## src/rtl/reboot_seq_pkg.sv

```systemverilog
package reboot_seq_pkg;

  localparam int SCRIPT_LEN = 14;
  localparam int IDX_W      = 4;

  typedef enum logic [1:0] {
    SEQ_IDLE  = 2'd0,
    SEQ_ARMED = 2'd1,
    SEQ_RUN   = 2'd2
  } seq_state_t;

  localparam logic [1:0] PKT_OP_NOP = 2'b00;
  localparam logic [1:0] PKT_OP_WR  = 2'b10;

  localparam logic [5:0] REG_CMD  = 6'h05;
  localparam logic [5:0] REG_GEN1 = 6'h13;
  localparam logic [5:0] REG_GEN2 = 6'h14;
  localparam logic [5:0] REG_GEN3 = 6'h15;
  localparam logic [5:0] REG_GEN4 = 6'h16;

  localparam logic [15:0] WORD_DUMMY  = 16'hFFFF;
  localparam logic [15:0] WORD_SYNC_A = 16'hAA99;
  localparam logic [15:0] WORD_SYNC_B = 16'h5566;
  localparam logic [15:0] CMD_REBOOT  = 16'h000E;

  // Type-1 packet header: fixed prefix, operation, register, word count
  function automatic logic [15:0] type1_hdr(input logic [1:0] op,
                                            input logic [5:0] regsel,
                                            input logic [4:0] count);
    return {3'b001, op, regsel, count};
  endfunction

endpackage

```

## src/rtl/port_div.sv

```systemverilog
module port_div #(
  parameter int DIV_RATIO = 8
) (
  input  logic clk,
  input  logic rst,
  output logic port_clk_o,
  output logic update_o
);
  localparam int HALF = DIV_RATIO / 2;
  localparam int CW   = (DIV_RATIO > 2) ? $clog2(DIV_RATIO) : 1;

  logic [CW-1:0] cnt_q;
  logic [CW-1:0] cnt_nxt;

  always_comb begin
    if (cnt_q == CW'(DIV_RATIO - 1)) cnt_nxt = '0;
    else                             cnt_nxt = cnt_q + 1'b1;
  end

  // Update strobe: the edge that lands one cycle before the port clock rises
  assign update_o = (cnt_q == CW'(HALF - 2));

  always_ff @(posedge clk) begin
    if (rst) begin
      cnt_q      <= '0;
      port_clk_o <= 1'b0;
    end else begin
      cnt_q      <= cnt_nxt;
      port_clk_o <= (cnt_nxt >= CW'(HALF));
    end
  end
endmodule

```

## src/rtl/script_rom.sv

```systemverilog
module script_rom
  import reboot_seq_pkg::*;
#(
  parameter int ADDR_W = 24
) (
  input  logic [IDX_W-1:0]  idx_i,
  input  logic [ADDR_W-1:0] boot_addr_i,
  input  logic [ADDR_W-1:0] fall_addr_i,
  input  logic [31-ADDR_W:0] boot_op_i,
  input  logic [31-ADDR_W:0] fall_op_i,
  output logic [15:0]       word_o
);
  localparam logic [15:0] NOOP = type1_hdr(PKT_OP_NOP, 6'h00, 5'd0);

  always_comb begin
    case (idx_i)
      4'd0:    word_o = WORD_DUMMY;
      4'd1:    word_o = WORD_SYNC_A;
      4'd2:    word_o = WORD_SYNC_B;
      4'd3:    word_o = type1_hdr(PKT_OP_WR, REG_GEN1, 5'd1);
      4'd4:    word_o = boot_addr_i[15:0];
      4'd5:    word_o = type1_hdr(PKT_OP_WR, REG_GEN2, 5'd1);
      4'd6:    word_o = {boot_op_i, boot_addr_i[ADDR_W-1:16]};
      4'd7:    word_o = type1_hdr(PKT_OP_WR, REG_GEN3, 5'd1);
      4'd8:    word_o = fall_addr_i[15:0];
      4'd9:    word_o = type1_hdr(PKT_OP_WR, REG_GEN4, 5'd1);
      4'd10:   word_o = {fall_op_i, fall_addr_i[ADDR_W-1:16]};
      4'd11:   word_o = type1_hdr(PKT_OP_WR, REG_CMD, 5'd1);
      4'd12:   word_o = CMD_REBOOT;
      default: word_o = NOOP;
    endcase
  end
endmodule

```

## src/rtl/byte_mirror.sv

```systemverilog
module byte_mirror #(
  parameter int BYTES = 2
) (
  input  logic [8*BYTES-1:0] din,
  output logic [8*BYTES-1:0] dout
);
  for (genvar b = 0; b < BYTES; b++) begin : g_byte
    for (genvar i = 0; i < 8; i++) begin : g_bit
      assign dout[8*b + i] = din[8*b + 7 - i];
    end
  end
endmodule

```

## src/rtl/warm_reboot_seq.sv

```systemverilog
module warm_reboot_seq
  import reboot_seq_pkg::*;
#(
  parameter int DIV_RATIO = 8,
  parameter int ADDR_W    = 24
) (
  input  logic              clk,
  input  logic              rst,
  input  logic              start_i,
  input  logic [ADDR_W-1:0] boot_addr_i,
  input  logic [ADDR_W-1:0] fall_addr_i,
  input  logic [31-ADDR_W:0] boot_op_i,
  input  logic [31-ADDR_W:0] fall_op_i,
  input  logic              busy_i,
  output logic              port_clk_o,
  output logic              port_ce_n_o,
  output logic              port_wr_n_o,
  output logic [15:0]       port_data_o,
  output logic              done_o
);
  localparam int OP_W = 32 - ADDR_W;
  localparam logic [IDX_W-1:0] LAST_IDX = IDX_W'(SCRIPT_LEN - 1);

  seq_state_t        state_q;
  logic [IDX_W-1:0]  idx_q;
  logic [IDX_W-1:0]  idx_sel;
  logic [ADDR_W-1:0] boot_addr_q, fall_addr_q;
  logic [OP_W-1:0]   boot_op_q, fall_op_q;
  logic              update;
  logic [15:0]       raw_word, mir_word;

  port_div #(.DIV_RATIO(DIV_RATIO)) u_div (
    .clk        (clk),
    .rst        (rst),
    .port_clk_o (port_clk_o),
    .update_o   (update)
  );

  // Word that goes out next: slot 0 when launching, else the following slot
  assign idx_sel = (state_q == SEQ_RUN) ? idx_q + 1'b1 : '0;

  script_rom #(.ADDR_W(ADDR_W)) u_rom (
    .idx_i       (idx_sel),
    .boot_addr_i (boot_addr_q),
    .fall_addr_i (fall_addr_q),
    .boot_op_i   (boot_op_q),
    .fall_op_i   (fall_op_q),
    .word_o      (raw_word)
  );

  byte_mirror #(.BYTES(2)) u_mirror (
    .din  (raw_word),
    .dout (mir_word)
  );

  always_ff @(posedge clk) begin
    if (rst) begin
      state_q     <= SEQ_IDLE;
      idx_q       <= '0;
      boot_addr_q <= '0;
      fall_addr_q <= '0;
      boot_op_q   <= '0;
      fall_op_q   <= '0;
      port_ce_n_o <= 1'b1;
      port_wr_n_o <= 1'b1;
      port_data_o <= 16'hFFFF;
      done_o      <= 1'b0;
    end else begin
      done_o <= 1'b0;
      case (state_q)
        SEQ_IDLE: begin
          if (start_i) begin
            boot_addr_q <= boot_addr_i;
            fall_addr_q <= fall_addr_i;
            boot_op_q   <= boot_op_i;
            fall_op_q   <= fall_op_i;
            state_q     <= SEQ_ARMED;
          end
        end
        SEQ_ARMED: begin
          if (update) begin
            idx_q       <= '0;
            port_data_o <= mir_word;
            port_ce_n_o <= 1'b0;
            port_wr_n_o <= 1'b0;
            state_q     <= SEQ_RUN;
          end
        end
        SEQ_RUN: begin
          if (update && !busy_i) begin
            if (idx_q == LAST_IDX) begin
              port_ce_n_o <= 1'b1;
              port_wr_n_o <= 1'b1;
              done_o      <= 1'b1;
              state_q     <= SEQ_IDLE;
            end else begin
              idx_q       <= idx_sel;
              port_data_o <= mir_word;
            end
          end
        end
        default: begin
          state_q     <= SEQ_IDLE;
          port_ce_n_o <= 1'b1;
          port_wr_n_o <= 1'b1;
        end
      endcase
    end
  end
endmodule

```

## config.mk

```make
export PLATFORM = sky130hd
export DESIGN_NAME = warm_reboot_seq
export DESIGN_NICKNAME = d
export VERILOG_FILES = /design/src/rtl/reboot_seq_pkg.sv /design/src/rtl/port_div.sv /design/src/rtl/script_rom.sv /design/src/rtl/byte_mirror.sv /design/src/rtl/warm_reboot_seq.sv
export SDC_FILE = /design/constraint.sdc
export NUM_CORES = 1
export LEC_CHECK = 0
export ABC_CLOCK_PERIOD_IN_PS = 2800
export BUFFER_PORTS_ARGS = -buffer_cell sky130_fd_sc_hd__buf_2
export CORE_ASPECT_RATIO = 0.9
export CORE_MARGIN = 2
export CORE_UTILIZATION = 50
export DETAILED_ROUTE_END_ITERATION = 10
export PLACE_DENSITY = 0.73
export REMOVE_ABC_BUFFERS = 1
export SYNTH_ARGS = -nofsm -noshare
export SYNTH_HDL_FRONTEND = slang
export SYNTH_SLANG_ARGS = --single-unit
```

## constraint.sdc

```tcl
create_clock -name clk -period 2.8 [get_ports clk]
set_input_delay 0.14 -clock clk [delete_from_list [all_inputs] [get_ports clk]]
set_output_delay 0.14 -clock clk [all_outputs]
set_load 0.01 [all_outputs]
```

After elaboration in Yosys (flattened, before gate mapping):

Cells that the tools add are included.

* flip-flop bits (word level): 92
* output and inout bits: 20
* word-level logic and storage cells: 70

* add/subtract/negate cells: 2
* order comparisons: 1
* equality and inequality tests: 22
* multiplexer cells: 21
* bitwise gates (word level): 3
* reduce and logical (&&, ||, !) cells: 10

Operators with widths (number)
* 16-bit one-hot mux with 13 select lines: 1
* 16-bit two-way mux: 3
* 16-bit one-hot mux with 2 select lines: 1
* 4-bit == test (second input constant): 6
* 4-bit by 3-bit == test with 1-bit output (second input constant): 4
* 4-bit two-way mux: 4
* 4-bit AND reduction: 3
* 4-bit by 2-bit == test with 1-bit output (second input constant): 2
* 2-bit two-way mux: 4
* 4-bit one-hot mux with 2 select lines: 1
* 2-bit != test (second input constant): 3
* 2-bit one-hot mux with 3 select lines: 1
* 4-bit by 1-bit adder with 4-bit output (second input constant): 1
* 4-bit by 1-bit == test with 1-bit output (second input constant): 1
* 4-bit logical NOT: 1
* 1-bit two-way mux: 4
* 2-bit by 1-bit != test with 1-bit output (second input constant): 2
* 3-bit by 1-bit adder with 3-bit output (second input constant): 1
* 3-bit by 2-bit == test with 1-bit output (second input constant): 1
* 3-bit == test (second input constant): 1
* 3-bit >= comparator (second input constant): 1
* 3-bit two-way mux: 1
* 1-bit NOT: 3
* 1-bit one-hot mux with 3 select lines: 1
* other kinds (8): 8

Depth between registers and ports, before layout:

* depth in word-level cells: 7
* depth in mapped cells: 10
* mapped depth without buffers: 7

Cells and area by module:

From an unflattened synthesis, not the netlist that was laid out.

* cell total of the unflattened synthesis: 527
* area total of the unflattened synthesis: 4172.8 um2

Modules (own cells, without submodules)
* warm_reboot_seq: instances 1, cells each 383, area an instance 3186.8 um2, sequential area each 1761.7 um2
* script_rom: instances 1, cells each 117, area an instance 742.0 um2, sequential area each 0.0 um2
* port_div: instances 1, cells each 11, area an instance 123.9 um2, sequential area each 60.1 um2
* byte_mirror: instances 1, cells each 16, area an instance 120.1 um2, sequential area each 0.0 um2

Worst setup path after synthesis:

OpenSTA, ideal clock, no wires.

* kind: reg2reg
* from: register idx_q[1]
* to: register port_data_o[1]
* setup time: 0.122 ns
* arrival time: 2.047 ns
* slack: 0.631 ns
* cell stages (with the launch flop): 10
* clock period less this slack: 2.169 ns
* path through: dfxtp_1 -> buf_2 -> inv_1 -> ha_1 -> buf_2 -> and2_1 -> clkbuf_1 -> a311oi_1 -> o211ai_1 -> a221o_1

* cells in the longest elaborated chain, start to end: 7
* elaborated cells between the ends (all ways): 23
* classes of those cells: add/sub (1); eq/ne (14); mux (6); reduce/logical (2)

Ends and longest elaborated chain
* start, declared: line warm_reboot_seq.sv:25 `logic [IDX_W-1:0] idx_q;`
* start signal, assigned: line warm_reboot_seq.sv:97 `idx_q <= idx_sel;`
* 4-bit by 1-bit adder with 4-bit output: line warm_reboot_seq.sv:40 `assign idx_sel = (state_q == SEQ_RUN) ? idx_q + 1'b1 : '0;`
* 4-bit two-way mux: line warm_reboot_seq.sv:40
* 4-bit == test, or another cell as far along: line script_rom.sv:16 `case (idx_i)`
* 16-bit one-hot mux with 13 select lines: line script_rom.sv:16
* 16-bit two-way mux: line warm_reboot_seq.sv:91 `if (idx_q == LAST_IDX) begin`
* 16-bit two-way mux: line warm_reboot_seq.sv:90 `if (update && !busy_i) begin`
* 16-bit one-hot mux with 2 select lines: line warm_reboot_seq.sv:70 `case (state_q)`
* end signal, assigned: line warm_reboot_seq.sv:83 `port_data_o <= mir_word;`
* end signal, assigned: line warm_reboot_seq.sv:98 `port_data_o <= mir_word;`
* end, declared: line warm_reboot_seq.sv:18 `output logic [15:0] port_data_o,`

Several ways; a longest one is shown, not always the timed one. The select of a mux whose other input is x is not followed.
A chain may end at the register's enable or synchronous reset.

Worst setup path in the final report:

* from: register idx_q[1]
* to: register port_data_o[4]

Same word-level chain as after synthesis.

==> impl_metrics.json <==
{
  "status": "complete, but fails checks",
  "failed_checks": "negative hold slack",
  "top_layer_used": "met4",
  "wl_met1_um": 5670,
  "synth.ff_latch_count": 91,
  "start_util_pct": 51.3,
  "worst-path-max-fanout": 15,
  "routedWlPerCell_um": 15.9,
  "clock-sinks": 91,
  "grt_pass1_wl_um": 20300,
  "gp_congestion": 0.887,
  "numCtsBuffers": 9,
  "cts_tree": "built",
  "synth_top_family_by_area": "compound AO/OA/AOI/OAI gates",
  "synth_xor_area_share_pct": 2.19,
  "ys_seq_area_share_pct": 41.5,
  "yosysUniqueCellTypes": 60,
  "grt_max_degree": 47,
  "synthAdderAreaFrac_pct": 1.42,
  "timing.fmax_ghz": 0.378,
  "antenna_found_initial": 0,
  "drt_iter0_markers": 278,
  "instances_no_fill": 770,
  "setup_violations": 0,
  "diodes": 0,
  "relSlewSlack_pct": 39.2,
  "first_pass_iters": 4,
  "drt-vias-per-instance": 5.62,
  "start_kind": "flip-flop",
  "post_cts_buffers": 0,
  "hold_viol_final": 1,
  "muxShareOfSynthArea_pct": 1.51,
  "wl_met2_um": 5720,
  "ctsRootBufferMaster": "clkbuf_8",
  "syn_inst": 558,
  "place_inst": 737,
  "worstMarginPinSlew_ps": 903,
  "synth.avg_cell_area_um2": 7.87,
  "drv_slew": 0,
  "rows": 32,
  "path_class": "flip-flop to flip-flop",
  "cp.required_ps": 3050,
  "clkLatencyLatePin_ps": 370,
  "pin_count": 88,
  "post-route-drc-count": 0,
  "cts.clk_slew.worst_paths_ps": 110,
  "clockBufferDepth": 2,
  "synth_edf_count": 0,
  "powerDensity_nw_per_um2": 491,
  "syn_area_um2": 4390,
  "grt_pass1_vias": 4138,
  "h-tree-depth": 3,
  "track_usage_pct": 26.8,
  "ys_warn_count": 0,
  "arrival_ps": 2900,
  "synthFlopType": "dfxtp_1",
  "leakage_nw": 2.04,
  "period_share_pct": 94.4,
  "grt_overflow_total": 0,
  "core-area_um2": 8570,
  "synth_compound_area_share_pct": 25.5,
  "rsz0062_at_grt": "false",
  "numPortBuffers": 87,
  "fin_skew_ps": 14.1,
  "ant_nets": 0,
  "wl_met3_um": 707,
  "min_period_ps": 2640,
  "die_h_um": 92.9,
  "hold_class": "primary input to flip-flop",
  "async_reset_ff_share_pct": 0,
  "maxCapViolations": 0,
  "endpoint_kind": "flip-flop",
  "final.setup.tns_ps": 0,
  "synthSimpleGateAreaFrac_pct": 21.9,
  "via_count": 4328,
  "area_growth_pct": 20.3,
  "wirelength_um": 12300,
  "die_w_um": 103,
  "drive_above_1_share_pct": 21.8,
  "nets": 719,
  "fin_hold_ws_ps": -0.187,
  "vdd_drop_max_v": 0.000305,
  "die-area_um2": 9550,
  "hpwl_um": 8590
}
## logic make-up (layout without fill, tap and decap cells)
| group | Yosys count | in the layout |
|---|---|---|
| AO/OA/AOI/OAI | 177 | 177 |
| multiplexers | 6 | 6 |
| buffers and inverters | 54 | 147 |
| AND/OR/NAND/NOR | 217 | 217 |
| XOR/XNOR | 8 | 8 |
| adder cells (fa/ha/maj) | 5 | 5 |
| flip-flops | 91 | 91 |
## metal layers
metal,vias to the layer above,track usage (%)
li1,2137,-
met1,2033,37.0
met2,144,43.6
met3,14,4.60
met4,0,6.58
met5,-,0
## stage by stage
step / utilization (%) / instance area [um^2] / worst slack (ps) / power, W
2_1_floorplan: - / 4150 / 94.8 / 0.00159
3_3_place_gp: 57.4 / 4920 / 225 / 0.00173
3_5_place_dp: 57.4 / 4920 / 134 / 0.00174
4_1_cts: 61.1 / 5230 / 90.3 / 0.00260
5_1_grt: 61.7 / 5280 / 20.0 / 0.00272
6_report: 61.7 / 5280 / 157 / 0.00260
## where the power goes
group	switching (W)	internal (W)	total (W)
combinational	0.000174	0.000136	0.000310
sequential	0.0000473	0.00137	0.00142
clock	0.000521	0.000347	0.000868
total	0.000743	0.00185	0.00260
## layout make-up
type                       count  area (um^2)
tap                          119          149
multi-input combinational    413         2320
clock buffer                   9          124
timing repair buffer         126          783
inverter                       5         18.8
clock inverter                 7         62.6
fill                         825         3280
sequential                    91         1820
## layout by cell type, fill, tap and decap left out, types with 3 or more instances in the layout
cell type,count
nand2_1,148
a21oi_1,97
dfxtp_1,91
buf_2,87
buf_4,21
nor2_1,17
dlygate4sd3_1,17
o21ai_0,10
o211ai_1,10
clkbuf_8,9
a22o_1,8
nor3_1,7
a311oi_1,7
nand2b_1,6
nand3_1,6
o21ai_1,6
inv_1,5
xnor2_1,5
a31oi_1,5
nor2b_1,4
mux2i_1,4
a221o_1,4
inv_6,4
and3_1,3
nor3b_1,3
nand4b_1,3
a32oi_1,3
a21o_1,3
and2_1,3
a221oi_1,3
a211oi_1,3
ha_1,3
## synth_stat cells (3+ instances only)
master / number / area (um^2)
a221oi_1: 3 / 26.3
o21ai_1: 6 / 30.0
buf_2: 11 / 55.1
clkbuf_1: 28 / 105
nor3_1: 8 / 40.0
buf_1: 3 / 11.3
nand3_1: 6 / 30.0
nor3b_1: 3 / 22.5
a311oi_1: 7 / 61.3
nand2b_1: 6 / 37.5
inv_1: 5 / 18.8
ha_1: 5 / 62.6
nor2b_1: 4 / 25.0
a21o_1: 3 / 22.5
nor2_1: 17 / 63.8
and3_1: 3 / 18.8
a21oi_1: 97 / 485
and2_1: 5 / 31.3
o211ai_1: 10 / 75.1
a22o_1: 8 / 70.1
mux2i_1: 4 / 40.0
a32oi_1: 3 / 26.3
o21ai_0: 10 / 50.1
buf_6: 5 / 56.3
nand2_1: 149 / 559
a31oi_1: 5 / 31.3
a221o_1: 4 / 40.0
xnor2_1: 5 / 43.8
a211oi_1: 3 / 22.5
nand4b_1: 3 / 26.3
dfxtp_1: 91 / 1820
## timing repair
item | in CTS | in global routing
endpoints found under the hold margin | 13 | 4
gates resized for setup | 0 | 4
setup endpoints to repair | 0 | 8
hold buffers | 13 | 4
## registers in the layout, indices dropped and copies added (netlist names)
name         flops
boot_op_q        8
boot_addr_q     24
state_q          2
fall_addr_q     24
u_div.cnt_q      3
port_data_o     16
port_wr_n_o      1
idx_q            4
done_o           1
fall_op_q        8
## worst max-delay path, stage by stage, from the launching register on
cell and delay [ps]:
dfxtp_1 590, ha_2 460, xor2_4 390, nand3_1 160, o211ai_1 490, a31oi_1 90, a2111o_1 360
## worst paths after layout
kind	slack, ps	start	end	cells past startpoint
worst max-delay path	160	idx_q[1]	port_data_o[4]	6
worst min-delay path	-0.2	fall_op_i[6]	fall_op_q[6]	3
worst max register to register	160	idx_q[1]	port_data_o[4]	6
worst min register to register	450	u_div.cnt_q[0]	u_div.cnt_q[0]	1
No activity file was read; power rests on OpenSTA's default activity.
